<file path="src/rtl/pws_pkg.sv">
package pws_pkg;

  typedef enum logic [2:0] {
    PS_IDLE,
    PS_WARN,
    PS_DEEP,
    PS_RESTORE,
    PS_UNWARN
  } pws_state_e;

  localparam logic [1:0] SLP_S0 = 2'b00;
  localparam logic [1:0] SLP_S3 = 2'b01;
  localparam logic [1:0] SLP_S4 = 2'b10;
  localparam logic [1:0] SLP_S5 = 2'b11;

  function automatic logic deep_state_ok(input logic [1:0] st);
    return (st == SLP_S4) || (st == SLP_S5);
  endfunction

  function automatic logic power_src_ok(input logic batt_only, input logic ac_present);
    return !batt_only || !ac_present;
  endfunction

  function automatic logic entry_eligible(input logic policy_en, input logic [1:0] st,
                                          input logic batt_only, input logic ac_present);
    return policy_en && deep_state_ok(st) && power_src_ok(batt_only, ac_present);
  endfunction

  function automatic logic warn_active(input pws_state_e s);
    return (s == PS_WARN) || (s == PS_DEEP) || (s == PS_RESTORE);
  endfunction

  function automatic logic prim_off_active(input pws_state_e s);
    return s == PS_DEEP;
  endfunction

endpackage

</file>
<file path="src/rtl/pws_sync.sv">
module pws_sync #(
  parameter int   STAGES    = 2,
  parameter logic RESET_VAL = 1'b1
) (
  input  logic clk,
  input  logic rst_n,
  input  logic din,
  output logic dout
);
  logic [STAGES-1:0] q;

  generate
    if (STAGES == 1) begin : g_one
      always_ff @(posedge clk or negedge rst_n) begin
        if (!rst_n) q <= RESET_VAL;
        else        q <= din;
      end
    end else begin : g_chain
      always_ff @(posedge clk or negedge rst_n) begin
        if (!rst_n) q <= {STAGES{RESET_VAL}};
        else        q <= {q[STAGES-2:0], din};
      end
    end
  endgenerate

  assign dout = q[STAGES-1];
endmodule

</file>
<file path="src/rtl/pws_entry.sv">
module pws_entry #(
  parameter int HOLD = 16
) (
  input  logic clk,
  input  logic rst_n,
  input  logic arm,
  input  logic elig,
  output logic go
);
  generate
    if (HOLD <= 1) begin : g_direct
      assign go = arm && elig;
    end else begin : g_count
      localparam int CW = $clog2(HOLD);
      localparam logic [CW-1:0] LAST = CW'(HOLD - 1);
      logic [CW-1:0] cnt;

      always_ff @(posedge clk or negedge rst_n) begin
        if (!rst_n)              cnt <= '0;
        else if (!arm || !elig)  cnt <= '0;
        else if (cnt != LAST)    cnt <= cnt + 1'b1;
      end

      assign go = arm && elig && (cnt == LAST);
    end
  endgenerate
endmodule

</file>
<file path="src/rtl/pws_wake.sv">
module pws_wake #(
  parameter int NWAKE = 4
) (
  input  logic             clk,
  input  logic             rst_n,
  input  logic [NWAKE-1:0] wake_req,
  input  logic             open,
  output logic             pending,
  output logic             accept,
  output logic             wake_ok
);
  logic any_req, any_q, rise;

  assign any_req = |wake_req;
  assign rise    = any_req && !any_q;
  assign accept  = pending && open;

  always_ff @(posedge clk or negedge rst_n) begin
    if (!rst_n) begin
      any_q   <= 1'b0;
      pending <= 1'b0;
      wake_ok <= 1'b0;
    end else begin
      any_q   <= any_req;
      pending <= (pending && !accept) || rise;
      wake_ok <= accept;
    end
  end
endmodule

</file>
<file path="src/rtl/pws_fsm.sv">
module pws_fsm
  import pws_pkg::*;
(
  input  logic       clk,
  input  logic       rst_n,
  input  logic       go,
  input  logic       elig,
  input  logic       policy_en,
  input  logic       batt_ok,
  input  logic       ack_low,
  input  logic       pending,
  output pws_state_e state,
  output logic       open,
  output logic       warn_n,
  output logic       prim_off_n
);
  pws_state_e nxt;

  assign open = batt_ok && ((state == PS_IDLE) || ((state == PS_DEEP) && ack_low));

  always_comb begin
    nxt = state;
    case (state)
      PS_IDLE:    if (go) nxt = PS_WARN;
      PS_WARN: begin
        if (!elig)        nxt = PS_UNWARN;
        else if (ack_low) nxt = PS_DEEP;
      end
      PS_DEEP: begin
        if (!policy_en)                                    nxt = PS_RESTORE;
        else if (batt_ok && ((pending && ack_low) || !elig)) nxt = PS_RESTORE;
      end
      PS_RESTORE: nxt = PS_UNWARN;
      PS_UNWARN:  if (!ack_low) nxt = PS_IDLE;
      default:    nxt = PS_IDLE;
    endcase
  end

  always_ff @(posedge clk or negedge rst_n) begin
    if (!rst_n) state <= PS_IDLE;
    else        state <= nxt;
  end

  assign warn_n     = !warn_active(state);
  assign prim_off_n = !prim_off_active(state);
endmodule

</file>
<file path="src/rtl/pws_deep_sleep_ctrl.sv">
module pws_deep_sleep_ctrl
  import pws_pkg::*;
#(
  parameter int NWAKE       = 4,
  parameter int SYNC_STAGES = 2,
  parameter int ENTRY_HOLD  = 16
) (
  input  logic             clk,
  input  logic             rst_n,
  input  logic [1:0]       sleep_state,
  input  logic             ac_present,
  input  logic             batt_low_n,
  input  logic             policy_en,
  input  logic             batt_only,
  input  logic             ack_n,
  input  logic [NWAKE-1:0] wake_req,
  output logic             warn_n,
  output logic             prim_off_n,
  output logic             wake_ok
);
  logic       ack_s;
  logic       ack_low;
  logic       elig;
  logic       arm;
  logic       go;
  logic       open;
  logic       pending;
  logic       accept;
  pws_state_e state;

  assign elig    = entry_eligible(policy_en, sleep_state, batt_only, ac_present);
  assign ack_low = !ack_s;
  assign arm     = (state == PS_IDLE) && !pending;

  pws_sync #(.STAGES(SYNC_STAGES), .RESET_VAL(1'b1)) u_ack_sync (
    .clk(clk), .rst_n(rst_n), .din(ack_n), .dout(ack_s)
  );

  pws_entry #(.HOLD(ENTRY_HOLD)) u_entry (
    .clk(clk), .rst_n(rst_n), .arm(arm), .elig(elig), .go(go)
  );

  pws_wake #(.NWAKE(NWAKE)) u_wake (
    .clk(clk), .rst_n(rst_n), .wake_req(wake_req), .open(open),
    .pending(pending), .accept(accept), .wake_ok(wake_ok)
  );

  pws_fsm u_fsm (
    .clk(clk), .rst_n(rst_n), .go(go), .elig(elig), .policy_en(policy_en),
    .batt_ok(batt_low_n), .ack_low(ack_low), .pending(pending),
    .state(state), .open(open), .warn_n(warn_n), .prim_off_n(prim_off_n)
  );
endmodule


</file>
<file path="config.mk">
export PLATFORM = sky130hd
export DESIGN_NAME = pws_deep_sleep_ctrl
export DESIGN_NICKNAME = d
export VERILOG_FILES = /design/src/rtl/pws_pkg.sv /design/src/rtl/pws_sync.sv /design/src/rtl/pws_entry.sv /design/src/rtl/pws_wake.sv /design/src/rtl/pws_fsm.sv /design/src/rtl/pws_deep_sleep_ctrl.sv
export SDC_FILE = /design/constraint.sdc
export NUM_CORES = 1
export LEC_CHECK = 0
export BUFFER_PORTS_ARGS = -buffer_cell sky130_fd_sc_hd__buf_2
export CAP_MARGIN = 20
export CELL_PAD_IN_SITES_DETAIL_PLACEMENT = 0
export CELL_PAD_IN_SITES_GLOBAL_PLACEMENT = 2
export CORE_UTILIZATION = 27
export DETAILED_ROUTE_END_ITERATION = 6
export GPL_TIMING_DRIVEN = 1
export PLACE_DENSITY = 0.68
export SLEW_MARGIN = 20
export SYNTH_ARGS = -nofsm -noshare
export SYNTH_HDL_FRONTEND = slang
export SYNTH_HIERARCHICAL = 1
export SYNTH_SLANG_ARGS = --single-unit
export TNS_END_PERCENT = 20
</file>
<file path="constraint.sdc">
create_clock -name clk -period 1.3 [get_ports clk]
set_input_delay 0 -clock clk [delete_from_list [all_inputs] [get_ports clk]]
set_output_delay 0 -clock clk [all_outputs]
set_load 0.005 [all_outputs]
</file>
==> results.txt <==
The run finished, with violations left. The final reports fail on setup timing. The I/O pin count came out at 16. The number of sinks handled by clock tree synthesis is 12. The share of synthesized cell area in and, or, nand and nor gates is 30.12%. The placeable core region came out at 2042 µm². The part of the total power dissipated in sequential elements came out at 49.8%. In the post-synthesis netlist, the biggest area contributors are dfrtp_1 41%, dfstp_2 8.6%, a211oi_2 4.1%, nor4_2 4.1%, a21oi_1 2.5%. The final setup violation count came out at 4. The post-route minimum period came out at between 1 and 1.5 ns. At the end of routability-driven placement, the weighted congestion stood at 0.7441. The switching power of the nets is 171.0 µW.

The count of different cell masters after synthesis came out at 31. The count of placed standard cells including taps is 109. The largest delay contributor family on the critical path is flip-flops.

The total routed wirelength came out at around 1400 µm. The endpoint identified for the worst register-to-register timing path is u_wake/pending. The number of cells on the worst reg-to-reg path is 5. The synthesized instance count is 56. The longest clock path from root to sink contains 2 buffers. The most area-hungry cell type in the Yosys netlist is dfrtp_1. The total power consumption of the routed design came out at 780.8 µW. The net count of the finished layout is 110. The initial utilization of the core area, before any placement, comes to 29.90%. The proportion of synthesized chip area in sequential cells came out at between 40% and 50%. The total routing resource utilization after global routing is 14.02%. The ratio of total power to cell area came out at between 700 and 800 nW/µm². The maximum net fanout on the critical path is 4. Summing all multi-input logic gate instances after layout gives 331.6 µm². The count of vias placed by the detailed router came out at 553. The dominant cell by count in the synthesized netlist is dfrtp_1. The maximum clock frequency is around 750 MHz. The worst slew slack as a fraction of its limit came out at 81.24%. The internal cell power came out at just over 600 µW. The worst endpoint required time came out at between 1 and 1.5 ns.

The share of total power consumed by net switching is 21.90%. The mux cell area share after synthesis came out at roughly 1.6%. After detailed routing, the average wire length per cell comes to 11.79 µm. The count of yosys warnings during synthesis is 6. The number of DRC markers in iteration 0 is 4. The transition time at the pin with the least slew margin came out at 0.2814 ns. The final hold violation count is 0.

The worst register-to-register path begins at u_fsm/state[1]. The final routed DRC violation total is 0. Combinational logic burns 11.9% of the power. The synthesis-to-finish area growth came out at 60.25%. After synthesis, the most frequently instantiated cells are 10 x dfrtp_1, 4 x inv_1, 3 x a21oi_1, 3 x nand2_1, 3 x nand3_1. The net count after synthesis came out at 70.

The detailed placement HPWL came out at 1024 µm. The detail route stage leaves a number of antenna-violating nets equal to 0. The worst register-to-register path has a setup slack of -0.03 ns. The synthesized flop and latch total is 12. The min-delay analysis places its worst path in the category in2async.

The library cell contributing the largest single delay on the critical path is dfrtp_1. The post-route fraction of the period consumed by the critical path is 102.3%. STA classifies the critical path startpoint as a flip-flop.

Walking the worst path, the cells encountered are nor2b_4, nor4b_4, buf_4, inv_1, a22o_1. The maximum number of pins on one net before global-route repair came out at 13. The clock network accounts for a little under two fifths of the total power.

The worst hold slack came out at 0.1253 ns. The number of port buffers is 14. The setup clock skew after layout is 0.001741 ns. The first global-routing pass estimated 2559 µm of wire. The area share of the largest cell type after synthesis came out at 40.98%. The complex-gate fraction of the synthesized area came out at 14.14%.

The critical path in this run is classified as reg2reg. The worst-case vdd ir drop is 0.5572 mV. Clock tree synthesis selected as its root buffer the cell clkbuf_4. The die span in y came out at ~50 µm. Summing the areas of all fa, ha and maj instances in the mapped netlist gives 2.049% of the synthesized area. The total grt overflow came out at 0. The count of final max-slew check failures was 0. The fraction of final layout cells with drive strength greater than 1 came out at 51.58%. The per-instance average area after synthesis came out at ~11 µm². The count of fill cells added during filler insertion came out at 207. After clock tree synthesis, the clock-pin slew on the worst setup and hold paths is around 0.08 ns. The largest single stage delay on the critical path is 0.44 ns. The insertion delay to the later sink of the worst-skew pair came out at roughly 0.27 ns. The critical path arrival is ~1.5 ns. The number of global-route vias before repair is 607.

The share of flip-flops with an asynchronous set or reset came out at 100.0%. In this run the static leakage power is 0.0004722 µW. The main combinational cell family by area after synthesis is simple AND/OR/NAND/NOR gates. The register area is 305.3 µm².

The initial antenna violation count is 0. The most used flip-flop cell after synthesis is dfrtp_1. The die is 49.56 µm wide. After detailed routing, the number of vias per cell comes to roughly 4.5. The deepest level of the CTS H-tree came out at 1.

The clock tree from TritonCTS is done. The netlist area before placement is 610.6 µm². The number of antenna cells inserted came out at 0. The critical path contains buffers and inverters numbering 2 combined. The number of synthesized flops with an enable pin came out at 0. Clock tree synthesis inserted a total of 3 buffers. Max-cap violations in this run came to 0. The worst setup path is captured at a flip-flop. The iteration count of the initial detailed-routing pass came out at 3. Setup repair after global routing could not meet its margin everywhere. Summing the areas of all xor and xnor instances in the mapped netlist gives 0% of the synthesized area. Measured on the finished design, the core utilization comes to 47.92%. The number of standard cells in the final layout excluding fillers came out at between 100 and 150. The worst-case setup margin in the final layout is -0.02951 ns. The floorplan row count came out at 16. The floorplan die area came out at 2456 µm².
## per-stage QoR
stage | TNS (ns) | worst slack, ns | cell area, µm²
after CTS | -0.1991 | -0.06669 | 959.7
final | -0.09066 | -0.02951 | 978.4
after global placement | -0.07698 | -0.07698 | 804.5
after detailed placement | -0.09846 | -0.06817 | 804.5
after floorplan | -0.07035 | -0.07035 | 610.6
after global routing | -0.4253 | -0.1391 | 978.4
## cells in the final DEF, fill, tap and decap left out, drive strengths merged, types with 2 or more instances in the layout
cell,synthesis,routed
a211oi,2,2
a21oi,3,3
and3,2,2
buf,0,29
clkbuf,0,4
dfrtp,10,10
dfstp,2,2
dlygate4sd3,0,6
inv,4,4
nand2,3,3
nand2b,2,2
nand3,3,3
nor2,2,2
nor2b,2,2
nor3,2,2
nor4,2,2
or2,2,2
## flip-flops by register name, summed over array words and instances, names as in the netlist
| signal | flops |
|---|---|
| u_entry/g_count.cnt | 4 |
| u_wake/pending | 1 |
| u_wake/any_q | 1 |
| u_wake/wake_ok | 1 |
| u_fsm/state | 3 |
| u_ack_sync/q | 2 |
## kinds of logic (layout without fill, tap and decap cells)
logic type      after synthesis  after routing
buf+inv                       4             43
compound gates               11             11
mux                           1              1
flops                        12             12
fa+ha+maj                     1              1
simple gates                 27             27
## worst register-to-register path: cells and delay by family, from the launching register on
kind / cells / cell delay (ns)
DFF: 1 / 0.44
AOI/OAI and AO/OA: 1 / 0.19
and+or+nand+nor: 2 / 0.42
buffers and inverters: 2 / 0.17
## area by class of cell
class                           instances  area share (%)
Multi-Input combinational cell         40           33.89
Timing Repair Buffer                   35           26.21
Clock buffer                            4           3.708
Sequential cell                        12           31.20
Tap cell                               27           3.453
Inverter                                4           1.535
## routing by layer
metal  track usage (%)  vias up  share of wire (%)
li1                  -      280                  -
met1             15.93      260                 45
met2             24.55       10                 50
met3             5.556        3                3.8
met4             2.857        0               0.63
met5                 0        -                  0
## power groups by stage
stage / Clock, µW / Combinational (µW) / Sequential (µW)
final: 299 / 92.9 / 389
after CTS: 314 / 90.9 / 388
after global routing: 341 / 103 / 391
after floorplan: 0 / 24.3 / 397
after detailed placement: 0 / 74.9 / 396
after global placement: 0 / 74.9 / 395
## worst max path at each step
stage	endpoint	slack, ns	start	cells past startpoint
CTS	u_fsm/state[0]	-0.07	u_fsm/state[0]	5
floorplan	u_fsm/state[0]	-0.07	u_fsm/state[0]	5
global route	u_fsm/state[0]	-0.14	u_fsm/state[0]	5
finish	u_wake/pending	-0.03	u_fsm/state[1]	5
detailed placement	u_fsm/state[0]	-0.07	u_fsm/state[0]	5
global placement	u_wake/pending	-0.08	u_fsm/state[1]	5
## what timing repair did
| action | in CTS | in global routing |
|---|---|---|
| endpoints found under the setup margin | 4 | 6 |
| hold buffers | 6 | 0 |
| setup buffers | 3 | 0 |
| resized for setup | 7 | 5 |
| hold endpoints to repair | 14 | 0 |
| pin swaps | 0 | 1 |
Note: power is estimated with default switching activity, not from simulation.
